<file path="src/rtl/txn_arb_pkg.sv">
// Shared types for the transactional conflict arbiter.
package txn_arb_pkg;
    typedef enum logic [1:0] {
        DEC_GRANT      = 2'd0,
        DEC_STALL      = 2'd1,
        DEC_ABORT_SELF = 2'd2
    } dec_kind_e;
endpackage

</file>
<file path="src/rtl/txn_conflict_policy.sv">
// Combinational conflict policy: age rule, starvation override, dueling upgrade.
// Assumes a smaller age stamp means an older transaction; no wrap handling.
module txn_conflict_policy
    import txn_arb_pkg::*;
#(
    parameter int N_TXN = 4,
    parameter int TS_W  = 16,
    localparam int ID_W = $clog2(N_TXN)
) (
    input  logic [N_TXN-1:0]      hv,
    input  logic [N_TXN-1:0]      hw,
    input  logic [N_TXN*TS_W-1:0] hts,
    input  logic [ID_W-1:0]       req_id,
    input  logic [TS_W-1:0]       req_ts,
    input  logic                  req_wr,
    input  logic [N_TXN-1:0]      waiting,
    input  logic                  starved,
    output dec_kind_e             kind,
    output logic [N_TXN-1:0]      mask
);
    logic [N_TXN-1:0] conf, duel;
    logic older_all, all_rd, duel_older;

    // Classify every holder against the request.
    always_comb begin
        conf       = '0;
        duel       = '0;
        older_all  = 1'b1;
        all_rd     = 1'b1;
        duel_older = 1'b0;
        for (int i = 0; i < N_TXN; i++) begin
            if (hv[i] && (i != int'(req_id)) && (req_wr || hw[i])) begin
                conf[i] = 1'b1;
                if (!(req_ts < hts[i*TS_W +: TS_W])) older_all = 1'b0;
                if (hw[i]) all_rd = 1'b0;
                if (req_wr && hv[req_id] && waiting[i] && !hw[i]) begin
                    duel[i] = 1'b1;
                    if (hts[i*TS_W +: TS_W] < req_ts) duel_older = 1'b1;
                end
            end
        end
    end

    // Pick the outcome in priority order.
    always_comb begin
        if (conf == '0) begin
            kind = DEC_GRANT;
            mask = '0;
        end else if (older_all || (req_wr && starved && all_rd)) begin
            kind = DEC_GRANT;
            mask = conf;
        end else if (duel_older) begin
            kind = DEC_ABORT_SELF;
            mask = N_TXN'(1) << req_id;
        end else begin
            kind = DEC_STALL;
            mask = duel;
        end
    end
endmodule

</file>
<file path="src/rtl/txn_starve_monitor.sv">
// Tracks stalled writers and raises a per-transaction starvation alarm.
// Assumes a transaction has at most one outstanding write wait.
module txn_starve_monitor
    import txn_arb_pkg::*;
#(
    parameter int N_TXN        = 4,
    parameter int STARVE_LIMIT = 256,
    localparam int ID_W  = $clog2(N_TXN),
    localparam int CNT_W = $clog2(STARVE_LIMIT + 1)
) (
    input  logic             clk,
    input  logic             rst_n,
    input  logic             acc,
    input  logic [ID_W-1:0]  req_id,
    input  logic             req_wr,
    input  dec_kind_e        kind,
    input  logic [N_TXN-1:0] abort_nxt,
    output logic [N_TXN-1:0] waiting,
    output logic [N_TXN-1:0] starved
);
    for (genvar i = 0; i < N_TXN; i++) begin : g_txn
        logic [CNT_W-1:0] cnt;
        logic set_w, clr_w;
        assign set_w = acc && (req_id == ID_W'(i)) && req_wr && (kind == DEC_STALL);
        assign clr_w = (acc && (req_id == ID_W'(i)) && (kind != DEC_STALL)) || abort_nxt[i];
        assign starved[i] = waiting[i] && (cnt >= CNT_W'(STARVE_LIMIT));

        // Wait flag and saturating stall-cycle counter.
        always_ff @(posedge clk) begin
            if (!rst_n || clr_w) begin
                waiting[i] <= 1'b0;
                cnt        <= '0;
            end else if (set_w) begin
                waiting[i] <= 1'b1;
            end else if (waiting[i] && (cnt < CNT_W'(STARVE_LIMIT))) begin
                cnt <= cnt + 1'b1;
            end
        end
    end
endmodule

</file>
<file path="src/rtl/txn_commit_token.sv">
// Single commit token; pinned transactions first, then lowest index.
// Assumes commit_kill is meaningful only with the owner's commit_done.
module txn_commit_token #(
    parameter int N_TXN = 4
) (
    input  logic             clk,
    input  logic             rst_n,
    input  logic [N_TXN-1:0] commit_req,
    input  logic [N_TXN-1:0] commit_done,
    input  logic [N_TXN-1:0] commit_kill,
    input  logic [N_TXN-1:0] pinned,
    output logic [N_TXN-1:0] owner,
    output logic [N_TXN-1:0] kill,
    output logic [N_TXN-1:0] done_vec
);
    logic             owner_done;
    logic [N_TXN-1:0] cand, pick;

    assign owner_done = |(commit_done & owner);
    assign kill       = owner_done ? (commit_kill & ~owner) : '0;
    assign done_vec   = owner_done ? owner : '0;
    assign cand       = (|(commit_req & pinned)) ? (commit_req & pinned) : commit_req;
    assign pick       = cand & (~cand + 1'b1);

    // Hand out the token when free, release on the owner's commit.
    always_ff @(posedge clk) begin
        if (!rst_n || owner_done) owner <= '0;
        else if (owner == '0)     owner <= pick;
    end
endmodule

</file>
<file path="src/rtl/txn_backoff.sv">
// Per-transaction abort counter and exponential back-off timer with LFSR jitter.
// Assumes a commit and an abort of the same transaction never coincide.
module txn_backoff #(
    parameter int N_TXN        = 4,
    parameter int BACKOFF_BASE = 4,
    parameter int MAX_EXP      = 8,
    parameter int ABORT_W      = 4,
    parameter int PIN_ABORTS   = 3,
    localparam int TMR_W = $clog2((BACKOFF_BASE << MAX_EXP) + 16) + 1
) (
    input  logic             clk,
    input  logic             rst_n,
    input  logic [N_TXN-1:0] abort_nxt,
    input  logic [N_TXN-1:0] clr_cnt,
    output logic [N_TXN-1:0] active,
    output logic [N_TXN-1:0] pinned
);
    logic [15:0] lfsr;

    // Free-running 16-bit Galois LFSR for jitter.
    always_ff @(posedge clk) begin
        if (!rst_n) lfsr <= 16'hACE1;
        else        lfsr <= {1'b0, lfsr[15:1]} ^ (lfsr[0] ? 16'hB400 : 16'h0000);
    end

    for (genvar i = 0; i < N_TXN; i++) begin : g_txn
        localparam int OFF = (i % 4) * 4;
        logic [ABORT_W-1:0] cnt, cnt_n;
        logic [ABORT_W-1:0] expo;
        logic [TMR_W-1:0]   tmr, load;

        assign cnt_n     = (cnt == '1) ? cnt : cnt + 1'b1;
        assign expo      = (cnt_n > ABORT_W'(MAX_EXP)) ? ABORT_W'(MAX_EXP) : cnt_n;
        assign load      = (TMR_W'(BACKOFF_BASE) << expo) + TMR_W'(lfsr[OFF +: 4]);
        assign active[i] = (tmr != '0);
        assign pinned[i] = (cnt >= ABORT_W'(PIN_ABORTS));

        // Count aborts, reload the window on abort, count it down otherwise.
        always_ff @(posedge clk) begin
            if (!rst_n) begin
                cnt <= '0;
                tmr <= '0;
            end else if (clr_cnt[i]) begin
                cnt <= '0;
                if (tmr != '0) tmr <= tmr - 1'b1;
            end else if (abort_nxt[i]) begin
                cnt <= cnt_n;
                tmr <= load;
            end else if (tmr != '0) begin
                tmr <= tmr - 1'b1;
            end
        end
    end
endmodule

</file>
<file path="src/rtl/txn_arbiter.sv">
// Top of the transactional conflict arbiter: request/decision ports,
// starvation tracking, commit token and back-off. Assumes holder data is
// valid in the same cycle as the request.
module txn_arbiter
    import txn_arb_pkg::*;
#(
    parameter int N_TXN        = 4,
    parameter int TS_W         = 16,
    parameter int STARVE_LIMIT = 256,
    parameter int BACKOFF_BASE = 4,
    parameter int MAX_EXP      = 8,
    parameter int PIN_ABORTS   = 3,
    localparam int ID_W = $clog2(N_TXN)
) (
    input  logic                  clk,
    input  logic                  rst_n,
    input  logic                  req_valid,
    output logic                  req_ready,
    input  logic [ID_W-1:0]       req_id,
    input  logic [TS_W-1:0]       req_ts,
    input  logic                  req_wr,
    input  logic [N_TXN-1:0]      holder_valid,
    input  logic [N_TXN-1:0]      holder_wr,
    input  logic [N_TXN*TS_W-1:0] holder_ts,
    output logic                  dec_valid,
    output logic [1:0]            dec_kind,
    output logic [ID_W-1:0]       dec_id,
    output logic [N_TXN-1:0]      dec_abort,
    output logic [N_TXN-1:0]      txn_abort,
    input  logic [N_TXN-1:0]      commit_req,
    input  logic [N_TXN-1:0]      commit_done,
    input  logic [N_TXN-1:0]      commit_kill,
    output logic [N_TXN-1:0]      token_grant,
    output logic [N_TXN-1:0]      backoff_active
);
    logic             acc;
    dec_kind_e        pol_kind;
    logic [N_TXN-1:0] pol_mask, waiting, starved, pinned, kill, done_vec, abort_nxt;

    assign req_ready = !backoff_active[req_id];
    assign acc       = req_valid && req_ready;
    assign abort_nxt = (acc ? pol_mask : '0) | kill;

    txn_conflict_policy #(.N_TXN(N_TXN), .TS_W(TS_W)) u_policy (
        .hv(holder_valid), .hw(holder_wr), .hts(holder_ts),
        .req_id(req_id), .req_ts(req_ts), .req_wr(req_wr),
        .waiting(waiting), .starved(starved[req_id]),
        .kind(pol_kind), .mask(pol_mask)
    );

    txn_starve_monitor #(.N_TXN(N_TXN), .STARVE_LIMIT(STARVE_LIMIT)) u_starve (
        .clk(clk), .rst_n(rst_n), .acc(acc), .req_id(req_id), .req_wr(req_wr),
        .kind(pol_kind), .abort_nxt(abort_nxt), .waiting(waiting), .starved(starved)
    );

    txn_commit_token #(.N_TXN(N_TXN)) u_token (
        .clk(clk), .rst_n(rst_n), .commit_req(commit_req), .commit_done(commit_done),
        .commit_kill(commit_kill), .pinned(pinned), .owner(token_grant),
        .kill(kill), .done_vec(done_vec)
    );

    txn_backoff #(.N_TXN(N_TXN), .BACKOFF_BASE(BACKOFF_BASE), .MAX_EXP(MAX_EXP),
                  .PIN_ABORTS(PIN_ABORTS)) u_backoff (
        .clk(clk), .rst_n(rst_n), .abort_nxt(abort_nxt), .clr_cnt(done_vec),
        .active(backoff_active), .pinned(pinned)
    );

    // Register the decision and the abort pulses.
    always_ff @(posedge clk) begin
        if (!rst_n) begin
            dec_valid <= 1'b0;
            dec_kind  <= DEC_GRANT;
            dec_id    <= '0;
            dec_abort <= '0;
            txn_abort <= '0;
        end else begin
            dec_valid <= acc;
            dec_kind  <= pol_kind;
            dec_id    <= req_id;
            dec_abort <= acc ? pol_mask : '0;
            txn_abort <= abort_nxt;
        end
    end
endmodule

</file>
<file path="config.mk">
export PLATFORM = sky130hd
export DESIGN_NAME = txn_arbiter
export DESIGN_NICKNAME = d
export VERILOG_FILES = /design/src/rtl/txn_arb_pkg.sv /design/src/rtl/txn_conflict_policy.sv /design/src/rtl/txn_starve_monitor.sv /design/src/rtl/txn_commit_token.sv /design/src/rtl/txn_backoff.sv /design/src/rtl/txn_arbiter.sv
export SDC_FILE = /design/constraint.sdc
export NUM_CORES = 1
export LEC_CHECK = 0
export BUFFER_PORTS_ARGS = -buffer_cell sky130_fd_sc_hd__buf_2
export CAP_MARGIN = 5
export CORE_MARGIN = 3
export CORE_UTILIZATION = 32
export CTS_BUF_LIST = sky130_fd_sc_hd__clkbuf_4 sky130_fd_sc_hd__clkbuf_8 sky130_fd_sc_hd__clkbuf_16
export CTS_CLUSTER_DIAMETER = 100
export DETAILED_ROUTE_END_ITERATION = 6
export GPL_ROUTABILITY_DRIVEN = 0
export SLEW_MARGIN = 20
export SYNTH_ARGS = -nofsm -noshare
export SYNTH_HDL_FRONTEND = slang
export SYNTH_SLANG_ARGS = --single-unit
</file>
<file path="constraint.sdc">
create_clock -name clk -period 3.7 [get_ports clk]
set_input_delay 0.37 -clock clk [delete_from_list [all_inputs] [get_ports clk]]
set_output_delay 0.37 -clock clk [all_outputs]
set_load 0.03 [all_outputs]
</file>
==> results.ini, run 1 <==
[clocking]
cts_setup_buffers = 0
post_cts_resized = 0
clock_path_buffers = 2
worstSkewPairLatency_ns = 0.42
clkTransAtPathRegs_ns = 0.06
cts-root-buf = clkbuf_16
cts_hold_buf = 0
cts_sinks = 137
cts_tree = built
cts_max_level = 4
cts_buffers = 17

[min_path]
hold_class = input pin to flip-flop
min_from = commit_req[2]
min_to = u_token.owner[2]
hold_depth = 3

[yosys]
synth_area_um2 = 9460
yosys_warnings = 0
ys_types = 77
async_flop_share_pct = 0
synth_top_area_share_pct = 29.0
synth.area.top_cells = dfxtp_1, ha_1, nand2_1
synth_edf_count = 0
synth_top_area_cell = dfxtp_1
syn_area_per_cell_um2 = 7.94
ys.flop_type = dfxtp_1
syn-instance-count = 1191
syn_nets = 1385
ys_ff_latch = 137
ys_seq_area_share_pct = 29.0

[setup_path]
r2r_cells = 13
crit_arrival_ns = 3.68
end_kind = flip-flop
cpLargestDelayFamily = simple AND/OR/NAND/NOR gates
crit_fanout = 7
r2r-start = u_backoff.g_txn[2].tmr[0]
path_class = flip-flop to flip-flop
cp.required_ns = 4.05
slowest_stage = nor4b_1
start_kind = flip-flop
cpPeakStageDelay_ns = 0.52
reg2reg_slack_ns = 0.37
r2r-end = u_backoff.g_txn[2].cnt[0]
crit_buf_inv = 3
cp_cell_sequence = inv_1 > ha_1 > nor4b_1 > nand3_1 > a2bb2oi_1 > mux2i_1 > nand3_1 > nor3_1 > a221oi_4 > buf_4 > buf_4 > or3_1 > a21oi_1

[run_status]
status = completed

[timing]
fin_crit_sh_pct = 90.0
min_period_ns = 3.33
fin_hold_ws_ns = 0.252
hold_viol = 0
slew_headroom_pct = 41.7
slew_violations = 0
fin_tns_setup_ns = 0
worst_pin_slew_ns = 0.868
finalClockSkew_ns = 0.00941
setup_viol = 0
clock.fmax_mhz = 300
rsz0062_at_grt = false

[power]
ir_drop_uv = 342
leakagePower_uw = 0.00504
power-per-cell-area_nw_per_um2 = 547

[routing]
vias = 8942
drtPass1Iterations = 4
routed_wl_um = 26200
route.detailed.drc = 0
ant_nets = 0
detail_route.wl_per_cell_um = 15.1
drt_iter0_drc = 519
detail_route.vias_per_cell = 5.14

[final_layout]
layout_commonest_cell = dfxtp_1
area_growth_pct = 20.8
nets = 1534
design_area_um2 = 11400
drive_gt1_share_pct = 17.7
layout_common_cells = dfxtp_1, buf_2, nand2_1, nor2_1, inv_1

[die]
core_um2 = 28900
die_h_um = 178
io_pins = 128
die_area_um2 = 31600
initial_core_util_pct = 32.7
dieWidth_um = 178
rows = 62

[placed_design]
portBuffers = 127
dp_hpwl_um = 20700
postPlaceCellArea_um2 = 10800

[job]
maxCapViolations = 0

[grt]
track_usage_pct = 16.6
grt_pass1_vias = 8606
grt_max_degree = 39
grt_overflow = 0
grt_antenna_before_repair = 2
grt_pass1_wl_um = 42700

-- registers in the layout, indices dropped and copies added (netlist names) --
| register | count |
|---|---|
| dec_abort | 4 |
| dec_id | 2 |
| dec_kind | 2 |
| dec_valid | 1 |
| txn_abort | 4 |
| u_backoff.g_txn.cnt | 16 |
| u_backoff.g_txn.tmr | 48 |
| u_backoff.lfsr | 16 |
| u_starve.g_txn.cnt | 36 |
| u_starve.waiting | 4 |
| u_token.owner | 4 |
-- layout make-up --
class                      count  area [µm²]
antenna                        1        2.50
clock inverter                15         214
sequential                   137        2740
clock buffer                  17         425
timing repair buffer         170        1010
tap                          384         480
inverter                     101         379
fill                        2902       17500
multi-input combinational    913        6170
-- synth_stat cells, drive strengths merged (4+ instances only) --
master and n:
a21o 9, nand4 32, xnor2 37, and3 6
a2bb2oi 4, or4 8, a31oi 14, ha 84
nor2b 14, nor3 45, o21ai 35, o2111ai 4
o211ai 10, or3 11, nand2 115, and2 26
clkbuf 25, or2 5, fa 4, o21a 4
nor2 112, nor3b 10, nand3b 8, xor2 31
mux2 8, inv 101, a21oi 84, nand2b 31
buf 15, nor4 33, mux2i 25, nand3 31
a21boi 4, dfxtp 137, a211oi 21, o22ai 7
-- logic make-up (layout without fill, tap and decap cells) --
group                    Yosys count  in the layout  share of synthesized area (%)
other                              0              1                              0
multiplexers                      34             34                           3.88
XOR/XNOR                          68             68                           6.30
flip-flops                       137            137                           29.0
buffers and inverters            141            303                           5.78
adder cells (fa/ha/maj)           88             88                           12.0
AO/OA/AOI/OAI                    225            225                           15.9
AND/OR/NAND/NOR                  498            498                           27.2
-- how the worst max path moves through the flow --
stage	start	endpoint	depth (start not counted)
after global placement	req_ts[15]	u_backoff.g_txn[2].tmr[9]	12
after detailed placement	req_ts[15]	u_backoff.g_txn[2].tmr[9]	12
final	u_backoff.g_txn[2].tmr[0]	u_backoff.g_txn[2].cnt[0]	13
after floorplan	u_backoff.g_txn[2].tmr[0]	u_backoff.g_txn[0].cnt[0]	12
after CTS	u_backoff.g_txn[2].tmr[0]	u_backoff.g_txn[2].cnt[0]	13
after global routing	u_backoff.g_txn[1].tmr[0]	u_backoff.g_txn[2].cnt[0]	14
-- where the power goes --
part           internal (µW)  switching (µW)  total [µW]
Combinational           1080            1400        2480
Sequential              1710             218        1930
Clock                   1140             693        1840
-- metal layers --
metal  vias up  track usage, %  routed length (µm)
li1       4532               -                   -
met1      4203            22.3               12500
met3        28            2.59                1140
met4         2            5.14                 429
met5         -               0                  11
met2       177            27.3               12200
-- through the flow --
stage / instances / util, % / power, µW / setup slack, ns
2_1_floorplan: 1191 / - / 3740 / 0.0895
3_3_place_gp: 1705 / 37.3 / 4380 / 0.0379
3_5_place_dp: 1705 / 37.3 / 4420 / 0.0661
4_1_cts: 1737 / 39.5 / 6290 / 0.380
5_1_grt: 1738 / 39.5 / 6700 / 0.131
6_report: 1738 / 39.5 / 6250 / 0.371
-- worst register-to-register path, delay by kind of cell (launching register included) --
| kind | cells | cell delay, ns |
|---|---|---|
| buffers and inverters | 3 | 0.42 |
| AO/OA/AOI/OAI | 3 | 0.47 |
| flip-flops | 1 | 0.31 |
| multiplexers | 1 | 0.30 |
| AND/OR/NAND/NOR | 5 | 1.59 |
| adder cells (fa/ha/maj) | 1 | 0.18 |
No activity file was read; power rests on OpenSTA's default activity.
==> inputs of run 2 (changes only) <==
--- a/config.mk
+++ b/config.mk
@@ -13,6 +13,7 @@
 export CTS_CLUSTER_DIAMETER = 100
 export DETAILED_ROUTE_END_ITERATION = 6
 export GPL_ROUTABILITY_DRIVEN = 0
+export PLACE_DENSITY = 0.57
 export SLEW_MARGIN = 20
 export SYNTH_ARGS = -nofsm -noshare
 export SYNTH_HDL_FRONTEND = slang
==> run 2 against run 1 <==
Sequential share of layout area grew 0.20 points. Cell area down 0.83%. First-iteration DRC count increased by 13%. Critical path depth fell by 1. Register-to-register slack improved by 0.02 ns. Largest cell class unchanged.
==> results.ini, run 2 (synthesis gave the netlist of run 1 again) <==
[placed_design]
dp_hpwl_um = 20500  ; -0.92%
portBuffers = 127  ; unchanged
place_ws_ns = -0.0515  ; -0.118 ns
postPlaceCellArea_um2 = 10800  ; -0.19%

[routing]
drt_iter0_drc = 586  ; +13%
drtPass1Iterations = 5  ; +1
route.detailed.drc = 0  ; unchanged
routed_wl_um = 26000  ; -1.1%
vias = 8788  ; -1.7%
ant_nets = 0  ; unchanged
detail_route.vias_per_cell = 5.06  ; -1.6%
detail_route.wl_per_cell_um = 15.0  ; -0.95%

[grt]
grt_overflow = 0  ; unchanged
grt_max_degree = 31  ; -21%
grt_antenna_before_repair = 1  ; -1
grt_pass1_vias = 8338  ; -3.1%
track_usage_pct = 16.5  ; -0.14 points
grt_pass1_wl_um = 41700  ; -2.2%

[power]
power-per-cell-area_nw_per_um2 = 532  ; -2.7%
leakagePower_uw = 0.00499  ; -1.0%
ir_drop_uv = 361  ; +5.7%

[clocking]
post_cts_resized = 0  ; unchanged
clkTransAtPathRegs_ns = 0.06  ; about the same
clock_path_buffers = 2  ; unchanged
worstSkewPairLatency_ns = 0.43  ; about the same
cts_max_level = 4  ; unchanged
cts_setup_buffers = 0  ; unchanged
cts_hold_buf = 0  ; unchanged
cts-root-buf = clkbuf_16
cts_buffers = 17  ; unchanged
cts_sinks = 137  ; unchanged
cts_tree = built

[setup_path]
cp_cell_sequence = buf_2 > ha_1 > nand4_1 > nor4_1 > o21ai_0 > a31oi_1 > nor4_2 > buf_4 > mux2_4 > a311o_1 > or3b_4 > o22ai_2
cp.required_ns = 4.04  ; about the same
crit_buf_inv = 2  ; -1
cpLargestDelayFamily = simple AND/OR/NAND/NOR gates
end_kind = flip-flop
path_class = input pin to flip-flop
start_kind = input pin
slowest_stage = nor4_1
cpPeakStageDelay_ns = 0.54  ; +0.02 ns
crit_arrival_ns = 3.71  ; +0.03 ns
crit_fanout = 12  ; +5

[final_layout]
layout_commonest_cell = dfxtp_1
drive_gt1_share_pct = 17.6  ; -0.12 points
nets = 1533  ; -0.065%
regMostFlops = u_backoff.g_txn.tmr
n_fill_cell = 3000  ; +3.4%
final_util_pct = 39.2  ; -0.33 points
largest_reg_flops = 48  ; unchanged
design_area_um2 = 11300  ; -0.83%
area_growth_pct = 19.8
largestRegisters = u_backoff.g_txn.tmr x48, u_starve.g_txn.cnt x36
layout_common_cells = dfxtp_1, buf_2, nand2_1, nor2_1, inv_1

[timing]
clock.fmax_mhz = 297  ; -1.2%
fin_tns_setup_ns = 0  ; unchanged
setup_viol = 0  ; unchanged
hold_viol = 0  ; unchanged
finalClockSkew_ns = 0.0187  ; +0.00933 ns
worst_pin_slew_ns = 0.991  ; +0.123 ns
setup_ws_ns = 0.330  ; -0.0409 ns
slew_headroom_pct = 33.9  ; -7.8 points
rsz0062_at_grt = false
slew_violations = 0  ; unchanged
min_period_ns = 3.37  ; +0.0409 ns
fin_crit_sh_pct = 91.1  ; +1.1 points
fin_hold_ws_ns = 0.263  ; +0.0115 ns

[die]
initial_core_util_pct = 32.7  ; unchanged
io_pins = 128  ; unchanged
die_area_um2 = 31600  ; unchanged
die_h_um = 178  ; unchanged
rows = 62  ; unchanged
dieWidth_um = 178  ; unchanged
core_um2 = 28900  ; unchanged

[min_path]
hold_class = input pin to flip-flop

[job]
maxCapViolations = 0  ; unchanged

[run_status]
status = completed

run 2: cell types whose count changed in the layout (fill, tap and decap cells not counted), sizes merged:
cell	delta
bufinv	-3
clkinvlp	+3
clkbuf	+2
clkinv	-2
buf	-1
inv	-1
run 2: worst min-delay path: cells and delay by family:
kind	cells	cell delay, ns
simple gates	1	0.08
compound gates	1	0.08
buf+inv	1	0.12
run 2: metrics by stage:
stage | total power [µW] | instances
3_3_place_gp | 4390 | 1704
3_5_place_dp | 4410 | 1704
6_report | 6030 | 1736
5_1_grt | 6470 | 1736
2_1_floorplan | 3740 | 1191
4_1_cts | 6070 | 1735
run 2: routing by layer:
layer	vias up	part of all wire [%]	GRT usage, %
met5	-	0	0
li1	4526	-	-
met4	0	2.2	5.37
met1	4068	49	22.6
met3	35	3.2	2.72
met2	159	46	26.3
run 2: final timing paths:
kind                                  start                        end  slack, ns  cells after the start
setup reg to reg  u_backoff.g_txn[3].tmr[2]  u_backoff.g_txn[0].cnt[0]       0.39                     10
hold / removal                commit_req[2]           u_token.owner[2]       0.26                      3
setup / recovery                 req_ts[15]  u_backoff.g_txn[2].tmr[9]       0.33                     12
hold reg to reg          u_backoff.lfsr[12]         u_backoff.lfsr[11]       0.44                      1
run 2: area by class of cell:
type / count / area [µm²] / area share [%]
inverters: 101 / 379 / 3.35
multi-input cells: 913 / 6170 / 54.5
well taps: 384 / 480 / 4.24
clock inverters: 12 / 118 / 1.04
repair buffers: 169 / 988 / 8.72
flip-flops and latches: 137 / 2740 / 24.2
diodes: 1 / 2.50 / 0.0221
clock buffers: 19 / 447 / 3.94
run 2: report_power, final:
group          switching [µW]  leakage (µW)  internal [µW]
logic                    1390       0.00360           1080
clock network             672      0.000266            953
registers                 219       0.00112           1710
==> inputs of run 3 (changes only) <==
==> constraint.sdc (replaced) <==
create_clock -name clk -period 3.7 [get_ports clk]
set_input_delay 0.37 -clock clk [delete_from_list [all_inputs] [get_ports clk]]
set_output_delay 0.37 -clock clk [all_outputs]
set_load 0.005 [all_outputs]
==> run 3 against run 2 <==
Utilization is essentially flat. Cell area is essentially flat. Global-route usage grew 0.20 points. Sequential power is essentially flat. Combinational power shrank 3%. Critical path depth shrank 2. Hold slack lost 0.019 ns. Setup slack lost 0.031 ns. Register-to-register slack lost 0.09 ns. Maximum frequency shrank 0.90%. Largest power group unchanged.
==> results.ini, run 3 (synthesis gave the netlist of run 1 again) <==
[run_status]
status = completed

[job]
maxCapViolations = 0  ; unchanged

[die]
die_area_um2 = 31600  ; unchanged
die_h_um = 178  ; unchanged
dieWidth_um = 178  ; unchanged
io_pins = 128  ; unchanged
core_um2 = 28900  ; unchanged
initial_core_util_pct = 32.7  ; unchanged
rows = 62  ; unchanged

[routing]
ant_nets = 0  ; unchanged
drt_iter0_drc = 512  ; -13%
routed_wl_um = 26200  ; +0.81%
detail_route.vias_per_cell = 5.03  ; -0.72%
detail_route.wl_per_cell_um = 15.1  ; +0.75%
vias = 8730  ; -0.66%
drtPass1Iterations = 5  ; unchanged
route.detailed.drc = 0  ; unchanged

[clocking]
cts_hold_buf = 0  ; unchanged
cts_max_level = 4  ; unchanged
cts_setup_buffers = 0  ; unchanged
cts_buffers = 17  ; unchanged
post_cts_resized = 0  ; unchanged
clock_path_buffers = 2  ; unchanged
cts-root-buf = clkbuf_16
cts_tree = built
clkTransAtPathRegs_ns = 0.07  ; about the same
cts_sinks = 137  ; unchanged
worstSkewPairLatency_ns = 0.43  ; about the same

[timing]
hold_viol = 0  ; unchanged
rsz0062_at_grt = false
setup_viol = 0  ; unchanged
worst_pin_slew_ns = 1.01  ; +0.0226 ns
fin_tns_setup_ns = 0  ; unchanged
clock.fmax_mhz = 294  ; -0.90%
fin_hold_ws_ns = 0.245  ; -0.0186 ns
slew_headroom_pct = 32.4  ; -1.5 points
fin_crit_sh_pct = 91.9  ; +0.83 points
min_period_ns = 3.40  ; +0.0307 ns
finalClockSkew_ns = 0.0106  ; -0.00818 ns
slew_violations = 0  ; unchanged

[grt]
grt_pass1_vias = 8532  ; +2.3%
track_usage_pct = 16.7  ; +0.20 points
grt_antenna_before_repair = 1  ; unchanged
grt_max_degree = 31  ; unchanged
grt_pass1_wl_um = 42400  ; +1.6%
grt_overflow = 0  ; unchanged

[final_layout]
nets = 1533  ; unchanged
drive_gt1_share_pct = 17.7  ; +0.061 points
largest_reg_flops = 48  ; unchanged
regMostFlops = u_backoff.g_txn.tmr
area_growth_pct = 19.9  ; about the same
fin_cells = 1737  ; +0.058%
largestRegisters = u_backoff.g_txn.tmr x48, u_starve.g_txn.cnt x36
layout_common_cells = dfxtp_1, buf_2, nand2_1, nor2_1, inv_1
n_fill_cell = 2978  ; -0.73%
layout_commonest_cell = dfxtp_1

[setup_path]
crit_arrival_ns = 3.73  ; +0.02 ns
start_kind = flip-flop
r2r_cells = 10  ; unchanged
slowest_stage = or4_1
reg2reg_slack_ns = 0.30  ; -0.09 ns
path_class = flip-flop to flip-flop
r2r-end = u_backoff.g_txn[0].cnt[0]
crit_fanout = 11  ; -1
cp_cell_sequence = or4_1 > nor3_1 > a2bb2oi_1 > mux2i_1 > and3_1 > nand3_1 > o221ai_1 > buf_4 > a21oi_1 > a31o_2
cp.required_ns = 4.03  ; about the same
end_kind = flip-flop
r2r-start = u_backoff.g_txn[3].tmr[2]
cpPeakStageDelay_ns = 0.59  ; +0.05 ns

[placed_design]
dp.cells = 1704  ; unchanged
portBuffers = 127  ; unchanged
dp_hpwl_um = 20800  ; +1.1%

[min_path]
min_to = u_token.owner[2]
hold_class = input pin to flip-flop
min_from = commit_req[2]
hold_depth = 3  ; unchanged

[power]
finalPower_uw = 5970  ; -0.85%
ir_drop_uv = 388  ; +7.3%
leakagePower_uw = 0.00499  ; +0.17%
power-per-cell-area_nw_per_um2 = 527  ; -0.92%

==> run 3: metal layers <==
layer | GRT usage [%] | wire length [µm] | up-vias
met2 | 27.7 | 12300 | 104
met3 | 3.32 | 686 | 24
li1 | - | - | 4522
met4 | 4.29 | 432 | 0
met5 | 0 | 0 | -
met1 | 22.1 | 12800 | 4080
==> run 3: cell type report <==
type | instances | area, µm² | share of cell area [%]
Timing Repair Buffer | 169 | 988 | 8.72
Multi-Input combinational cell | 913 | 6170 | 54.4
Antenna cell | 1 | 2.50 | 0.0221
Clock inverter | 14 | 133 | 1.17
Sequential cell | 137 | 2740 | 24.2
Tap cell | 384 | 480 | 4.24
Inverter | 101 | 379 | 3.34
Clock buffer | 18 | 439 | 3.87
==> run 3: where the power goes <==
| group | internal [µW] | switching, µW | leakage [µW] | total [µW] |
|---|---|---|---|---|
| Combinational | 1090 | 1310 | 0.00360 | 2400 |
| Clock | 904 | 737 | 0.000276 | 1640 |
| Sequential | 1710 | 224 | 0.00112 | 1930 |
==> run 3: worst max-delay path: cells and delay by family (launching register included) <==
| family | cells | cell delay, ns |
|---|---|---|
| AO/OA/AOI/OAI | 4 | 0.87 |
| buffers and inverters | 1 | 0.28 |
| flip-flops | 1 | 0.34 |
| multiplexers | 1 | 0.34 |
| AND/OR/NAND/NOR | 4 | 1.47 |
==> run 3: metrics by stage <==
stage	area, µm²	setup slack, ns	utilization [%]
3_5_place_dp	10800	-0.0234	37.2
2_1_floorplan	9460	0.547	-
4_1_cts	11300	0.404	39.2
6_report	11300	0.300	39.2
5_1_grt	11300	0.0903	39.2
3_3_place_gp	10800	0.0540	37.2
==> run 3: worst max path at each step <==
stage                     slack, ns  cells after the start                       from                         to
after global routing           0.09                     12                 req_ts[15]  u_backoff.g_txn[2].tmr[9]
after detailed placement      -0.02                     12                 req_ts[15]  u_backoff.g_txn[2].tmr[9]
final                          0.30                     10  u_backoff.g_txn[3].tmr[2]  u_backoff.g_txn[0].cnt[0]
after global placement         0.05                     12                 req_ts[15]  u_backoff.g_txn[2].tmr[9]
after CTS                      0.40                     12  u_backoff.g_txn[2].tmr[0]  u_backoff.g_txn[0].cnt[0]
after floorplan                0.55                     12              holder_ts[63]  u_backoff.g_txn[2].tmr[9]
